--- config.mk ---
export PLATFORM = sky130hd
export DESIGN_NAME = q31_sat_sub_unit
export DESIGN_NICKNAME = d
export VERILOG_FILES = /design/src/rtl/q31sub_pkg.sv /design/src/rtl/q31sub_enc_match.sv /design/src/rtl/q31sub_decode.sv /design/src/rtl/q31sub_satsub.sv /design/src/rtl/q31_sat_sub_unit.sv
export SDC_FILE = /design/constraint.sdc
export NUM_CORES = 1
export LEC_CHECK = 0
export ABC_AREA = 1
export BUFFER_PORTS_ARGS = -buffer_cell sky130_fd_sc_hd__buf_2
export CORE_ASPECT_RATIO = 1.4
export CORE_MARGIN = 1
export CORE_UTILIZATION = 30
export DETAILED_ROUTE_END_ITERATION = 7
export PLACE_DENSITY_LB_ADDON = 0.08
export SETUP_SLACK_MARGIN = 0.4
export SLEW_MARGIN = 20
export SYNTH_ARGS = -nofsm -noshare
export SYNTH_HDL_FRONTEND = slang
export SYNTH_SLANG_ARGS = --single-unit
--- constraint.sdc ---
create_clock -name clk -period 5.6 [get_ports clk]
set_input_delay 0.56 -clock clk [delete_from_list [all_inputs] [get_ports clk]]
set_output_delay 0.56 -clock clk [all_outputs]
set_load 0.03 [all_outputs]
--- src/rtl/q31sub_pkg.sv ---
package q31sub_pkg;

    localparam int unsigned INSN_W  = 32;
    localparam int unsigned FIELD_W = 5;
    localparam int unsigned MAJOR_W = 6;
    localparam int unsigned TAIL_W  = 11;

    // Outcome of one cycle, latched by the commit stage.
    typedef enum logic [1:0] {
        OUT_IDLE     = 2'd0,
        OUT_WRITE    = 2'd1,
        OUT_RESERVED = 2'd2,
        OUT_DSP_OFF  = 2'd3
    } commit_kind_e;

    typedef struct packed {
        logic               match;
        logic [FIELD_W-1:0] s_idx;
        logic [FIELD_W-1:0] t_idx;
        logic [FIELD_W-1:0] d_idx;
    } dec_fields_t;

endpackage

--- src/rtl/q31sub_enc_match.sv ---
module q31sub_enc_match
    import q31sub_pkg::*;
#(
    parameter logic [MAJOR_W-1:0] MAJOR = 6'b011111,
    parameter logic [TAIL_W-1:0]  TAIL  = 11'b10111010000,
    parameter int unsigned        S_LSB = 21,
    parameter int unsigned        T_LSB = 16,
    parameter int unsigned        D_LSB = 11
) (
    input  logic [INSN_W-1:0] word_i,
    output dec_fields_t       fields_o
);

    localparam int unsigned MAJOR_LSB = INSN_W - MAJOR_W;

    logic major_ok;
    logic tail_ok;

    always_comb begin
        major_ok        = (word_i[INSN_W-1:MAJOR_LSB] == MAJOR);
        tail_ok         = (word_i[TAIL_W-1:0] == TAIL);
        fields_o.match  = major_ok && tail_ok;
        fields_o.s_idx  = word_i[S_LSB +: FIELD_W];
        fields_o.t_idx  = word_i[T_LSB +: FIELD_W];
        fields_o.d_idx  = word_i[D_LSB +: FIELD_W];
    end

endmodule

--- src/rtl/q31sub_decode.sv ---
module q31sub_decode
    import q31sub_pkg::*;
(
    input  logic [INSN_W-1:0] word_i,
    input  logic              compact_i,
    output dec_fields_t       fields_o
);

    localparam int unsigned N_ENC = 2;

    dec_fields_t per_enc [N_ENC];

    // Variant 0: standard layout, variant 1: compact layout (s and t swapped).
    for (genvar g = 0; g < N_ENC; g++) begin : g_enc
        localparam logic [MAJOR_W-1:0] MAJ  = (g == 0) ? 6'b011111 : 6'b000000;
        localparam logic [TAIL_W-1:0]  TL   = (g == 0) ? 11'b10111010000 : 11'b01101000101;
        localparam int unsigned        SPOS = (g == 0) ? 21 : 16;
        localparam int unsigned        TPOS = (g == 0) ? 16 : 21;

        q31sub_enc_match #(
            .MAJOR (MAJ),
            .TAIL  (TL),
            .S_LSB (SPOS),
            .T_LSB (TPOS),
            .D_LSB (11)
        ) u_match (
            .word_i   (word_i),
            .fields_o (per_enc[g])
        );
    end

    always_comb begin
        fields_o = compact_i ? per_enc[1] : per_enc[0];
    end

endmodule

--- src/rtl/q31sub_satsub.sv ---
module q31sub_satsub #(
    parameter int unsigned QW   = 32,
    parameter int unsigned XLEN = 64
) (
    input  logic [QW-1:0]   a_i,
    input  logic [QW-1:0]   b_i,
    output logic [XLEN-1:0] res_o,
    output logic            sat_o
);

    localparam int unsigned EXT_W = XLEN - QW;
    localparam logic [QW-1:0] Q_MAX = {1'b0, {(QW-1){1'b1}}};
    localparam logic [QW-1:0] Q_MIN = {1'b1, {(QW-1){1'b0}}};

    logic [QW:0]   wide;
    logic [QW-1:0] clamped;

    always_comb begin
        wide  = {a_i[QW-1], a_i} - {b_i[QW-1], b_i};
        sat_o = wide[QW] ^ wide[QW-1];
        if (!sat_o) begin
            clamped = wide[QW-1:0];
        end else if (wide[QW] == 1'b0) begin
            clamped = Q_MAX;
        end else begin
            clamped = Q_MIN;
        end
        res_o = {{EXT_W{clamped[QW-1]}}, clamped};
    end

endmodule

--- src/rtl/q31_sat_sub_unit.sv ---
module q31_sat_sub_unit
    import q31sub_pkg::*;
#(
    parameter int unsigned XLEN     = 64,
    parameter int unsigned QW       = 32,
    parameter int unsigned CTL_W    = 32,
    parameter int unsigned FLAG_BIT = 20
) (
    input  logic               clk,
    input  logic               rst,
    input  logic               issue_vld,
    input  logic               compact_mode,
    input  logic               dsp_enable,
    input  logic [INSN_W-1:0]  instr_word,
    input  logic [XLEN-1:0]    src_s_val,
    input  logic [XLEN-1:0]    src_t_val,
    output logic [FIELD_W-1:0] src_s_idx,
    output logic [FIELD_W-1:0] src_t_idx,
    output logic [FIELD_W-1:0] dst_index,
    output logic [XLEN-1:0]    dst_data,
    output logic               dst_we,
    output logic [CTL_W-1:0]   ctl_value,
    output logic               exc_reserved,
    output logic               exc_dsp_off
);

    dec_fields_t  dec;
    commit_kind_e kind;
    logic [XLEN-1:0] sub_res;
    logic            sub_sat;

    logic               we_q, rsv_q, off_q, flag_q;
    logic [XLEN-1:0]    data_q;
    logic [FIELD_W-1:0] idx_q;

    logic               we_d, rsv_d, off_d, flag_d;
    logic [XLEN-1:0]    data_d;
    logic [FIELD_W-1:0] idx_d;

    // Upper operand halves take no part in the operation.
    logic unused_upper_halves;
    assign unused_upper_halves = ^{src_s_val[XLEN-1:QW], src_t_val[XLEN-1:QW]};

    q31sub_decode u_decode (
        .word_i    (instr_word),
        .compact_i (compact_mode),
        .fields_o  (dec)
    );

    q31sub_satsub #(
        .QW   (QW),
        .XLEN (XLEN)
    ) u_satsub (
        .a_i   (src_s_val[QW-1:0]),
        .b_i   (src_t_val[QW-1:0]),
        .res_o (sub_res),
        .sat_o (sub_sat)
    );

    assign src_s_idx = dec.s_idx;
    assign src_t_idx = dec.t_idx;

    // Classification: reserved takes priority over extension-disabled.
    always_comb begin
        if (!issue_vld) begin
            kind = OUT_IDLE;
        end else if (!dec.match) begin
            kind = OUT_RESERVED;
        end else if (!dsp_enable) begin
            kind = OUT_DSP_OFF;
        end else begin
            kind = OUT_WRITE;
        end
    end

    // Next values for the commit stage.
    always_comb begin
        we_d   = 1'b0;
        rsv_d  = 1'b0;
        off_d  = 1'b0;
        flag_d = flag_q;
        data_d = data_q;
        idx_d  = idx_q;
        unique case (kind)
            OUT_IDLE: begin
            end
            OUT_WRITE: begin
                we_d   = 1'b1;
                data_d = sub_res;
                idx_d  = dec.d_idx;
                flag_d = flag_q | sub_sat;
            end
            OUT_RESERVED: begin
                rsv_d = 1'b1;
            end
            OUT_DSP_OFF: begin
                off_d = 1'b1;
                idx_d = dec.d_idx;
            end
        endcase
    end

    always_ff @(posedge clk) begin
        if (rst) begin
            we_q   <= 1'b0;
            rsv_q  <= 1'b0;
            off_q  <= 1'b0;
            flag_q <= 1'b0;
            data_q <= '0;
            idx_q  <= '0;
        end else begin
            we_q   <= we_d;
            rsv_q  <= rsv_d;
            off_q  <= off_d;
            flag_q <= flag_d;
            data_q <= data_d;
            idx_q  <= idx_d;
        end
    end

    assign dst_we       = we_q;
    assign dst_data     = data_q;
    assign dst_index    = idx_q;
    assign exc_reserved = rsv_q;
    assign exc_dsp_off  = off_q;
    assign ctl_value    = CTL_W'(flag_q) << FLAG_BIT;

    // once set, the flag stays set until reset.
    assert_flag_sticky_R5: assert property (@(posedge clk) disable iff (rst)
        ctl_value[FLAG_BIT] |=> ctl_value[FLAG_BIT]);

    // the flag rises only together with a committed write.
    assert_flag_rise_on_write_R5: assert property (@(posedge clk) disable iff (rst)
        $rose(ctl_value[FLAG_BIT]) |-> dst_we);

    // committed data is sign-extended from bit 31.
    assert_sign_extended_R4: assert property (@(posedge clk) disable iff (rst)
        dst_we |-> (dst_data[XLEN-1:QW] == {(XLEN-QW){dst_data[QW-1]}}));

    // a write never coincides with a cause strobe, and at most one strobe fires.
    assert_no_write_with_cause_R8: assert property (@(posedge clk) disable iff (rst)
        dst_we |-> !(exc_reserved || exc_dsp_off));
    assert_single_cause_R9: assert property (@(posedge clk) disable iff (rst)
        $onehot0({exc_reserved, exc_dsp_off}));

    // outputs are quiet in a cycle whose preceding edge saw no issue.
    assert_quiet_without_issue_R10: assert property (@(posedge clk) disable iff (rst)
        !issue_vld |=> !(dst_we || exc_reserved || exc_dsp_off));

endmodule

==> metrics <==
post-CTS sizing 0; kind of critical path in -> reg; Slew headroom 44.2%; Routability Congestion around 0.84; Crit path top cell by count nand2_1; CP max-delay cell nand2_2; status completed; antenna violations before repair 0; DIE WIDTH roughly 110 µm; post-synthesis sequential area ratio 18.3%; routed vias/inst between 4 and 5; post-synthesis async set-or-reset flop share 0%; top-level I/O count 279; Period minus WS final between 2000 and 3000 ps; Peak Freq between 300 and 400 MHz; synthesized area approximately 4500 µm²; Cells on Worst Hold Path 2; synthesized area per cell ~6.1 µm²; largest net degree at the start of global routing 35; cells along the critical path buf_2 -> inv_1 -> ha_1 -> inv_1 -> fa_1 -> nand2_1 -> nand2_1 -> nand3_1 -> nand2_1 -> nand2_1 -> nand2_2 -> nand2_2 -> nand2_1 -> nand2_1 -> nand2_1 -> nand2_2 -> nand3_1 -> a21oi_1; Worst Setup End Kind flip-flop; Slowest Stage Delay on Critical Path around 470 ps; Post-CTS Setup Inserts 0; Post-DP Area approximately 5200 µm²; routed len/inst approximately 12 µm; clk_lat worst skew 290 ps; number of global-route vias before repair approximately 4400; cell count after synthesis between 700 and 800; PortBufs 183; hold_buf cts 0; Pre-Repair DR Iteration Count 4; Clock Path Buffers 2; CTS Root Buffer Type clkbuf_16; TritonCTS Sinks approximately 40; Buf/Inv on CP 3; Synth Register Bits between 40 and 50; Slew @ Worst Pin 837 ps; CP Data Required Time ~5800 ps; Tot Pwr 977 µW; Setup TNS 0 ps; total die area ~15000 µm²; Max Slew Vio Count 0; wire length of the first global-routing pass 21000 µm; cell depth of the worst setup path 18; DRC 0; unrepaired setup endpoints after global routing no; Max Cap Violations 0; starting density of the core a little under a third; CTS buffer count 5; power per cell area 182 nW/µm²; Startpoint Class input pin; CP Max Fanout 30; share of cells above drive strength 1 about a quarter; H-tree levels 2; final setup fails 0; Tot GR Track Use between 10% and 20%; Worst Clk Skew 0 ps; cell area after layout approximately 5400 µm²; global route overflow 0; Unique masters post-synth 32; WL final between 10000 and 15000 µm; cell row count 52; reg2reg path depth 4; Iter 0 DRT Violations 129; Arr. time, crit path approximately 3000 ps; Syn-to-layout area delta 19.4%; total number of vias between 4000 and 5000; clk slew on worst S/H paths 60 ps; # nets final between 1000 and 1500; Primary FF master, synth dfxtp_1; CTS tree yes; post-DP HPWL 11100 µm; synth warn 0; Post-synth EDFFs 0; antenna viol nets, final 0; P_leak 3.15 nW; core area approximately 15000 µm²; final hold violation count 0; peak supply drop between 0.0001 and 0.00015 V; fin crit share between 40% and 50%; worst hold path type reg -> reg; Die Height 147 µm; Ant. Diodes 0; CP delay by family, top simple AND/OR/NAND/NOR gates
-- synth_stat cells, types with 3 or more instances --
master    count  area [µm²]
a21oi_2      12         105
a22o_1        5        43.8
o21ai_0      25         125
ha_1         32         400
nand3b_1      7        52.6
nor3_1       13        65.1
nand2_2       5        31.3
buf_4        65         488
a21oi_1      72         360
o21a_1        4        30.0
nand3_1      37         185
nor4_1        7        43.8
nor2_1       42         158
xnor2_1       3        26.3
dfxtp_1      41         821
inv_1        96         360
nand4_1       9        56.3
o21bai_1      7        52.6
nand2_1     203         762
inv_2         5        18.8
buf_2         4        20.0
nor2_2        3        18.8
xor2_1       18         158
clkbuf_1      6        22.5
-- report_power, final --
group          internal (mW)  total (mW)  switching, mW
clock                  0.175       0.288          0.114
sequential             0.292       0.292      0.0000830
combinational          0.132       0.396          0.265
-- kinds of logic (layout without fill, tap and decap cells) --
family	count (synthesis)	count (layout)	share of synthesized area [%]
flip-flops	41	41	18.3
other	1	31	0.0836
adder cells (fa/ha/maj)	33	33	9.37
AND/OR/NAND/NOR	328	328	30.9
AO/OA/AOI/OAI	128	128	16.4
buffers and inverters	178	293	20.9
XOR/XNOR	21	21	4.10
-- cells in the final DEF (no fill, tap or decap), types with 6 or more instances in the layout --
master    count
nand2_2       6
nand3_1      37
nor2_1       42
dfxtp_1      41
nand3b_1      7
o21bai_1      7
nand4_1       9
a21oi_1      72
nor4_1        7
o21ai_0      25
inv_1        96
nor3_1       13
xor2_1       18
a21oi_2      12
conb_1       31
ha_1         32
nand2_1     202
buf_2       183
-- tightest hold or removal path, delay by kind of cell, from the launching register on --
kind	cells	cell delay, ps
flip-flops	1	310
AND/OR/NAND/NOR	2	100
-- per-layer routing --
| metal | GRT usage, % | share of wire (%) | wire length (µm) |
|---|---|---|---|
| met1 | 20.4 | 43 | 5640 |
| met2 | 31.4 | 50 | 6520 |
| met3 | 2.00 | 5.5 | 721 |
| met4 | 4.30 | 1.2 | 159 |
| met5 | 0 | 0 | 0 |
-- state kept, by name, indices dropped and copies added (netlist names) --
name / count
dst_data: 32
dst_we: 1
exc_reserved: 1
flag_q: 1
exc_dsp_off: 1
dst_index: 5
-- final timing paths --
path	start	end	slack, ps
setup / recovery	src_s_val[0]	dst_data[26]	2850
setup reg to reg	dst_data[31]	dst_data[31]	4400
hold / removal	flag_q	flag_q	450
hold reg to reg	flag_q	flag_q	450
-- area by class of cell --
| cell class | instances | area (µm²) |
|---|---|---|
| Clock buffer | 6 | 139 |
| Inverter | 101 | 379 |
| Clock inverter | 1 | 7.51 |
| Timing Repair Buffer | 185 | 931 |
| Multi-Input combinational cell | 541 | 2850 |
| Fill cell | 1719 | 9150 |
| Tap cell | 189 | 236 |
| Sequential cell | 41 | 821 |
-- metrics by stage --
stage               hold slack (ps)  instances  worst slack, ps  utilization (%)
floorplan                       427        760             3170                -
global placement                443       1057             2190             35.9
detailed placement              442       1057             2160             35.9
CTS                             454       1064             2450             36.9
global route                    489       1064             2560             36.9
finish                          449       1064             2850             36.9
No activity file was read; power rests on OpenSTA's default activity.
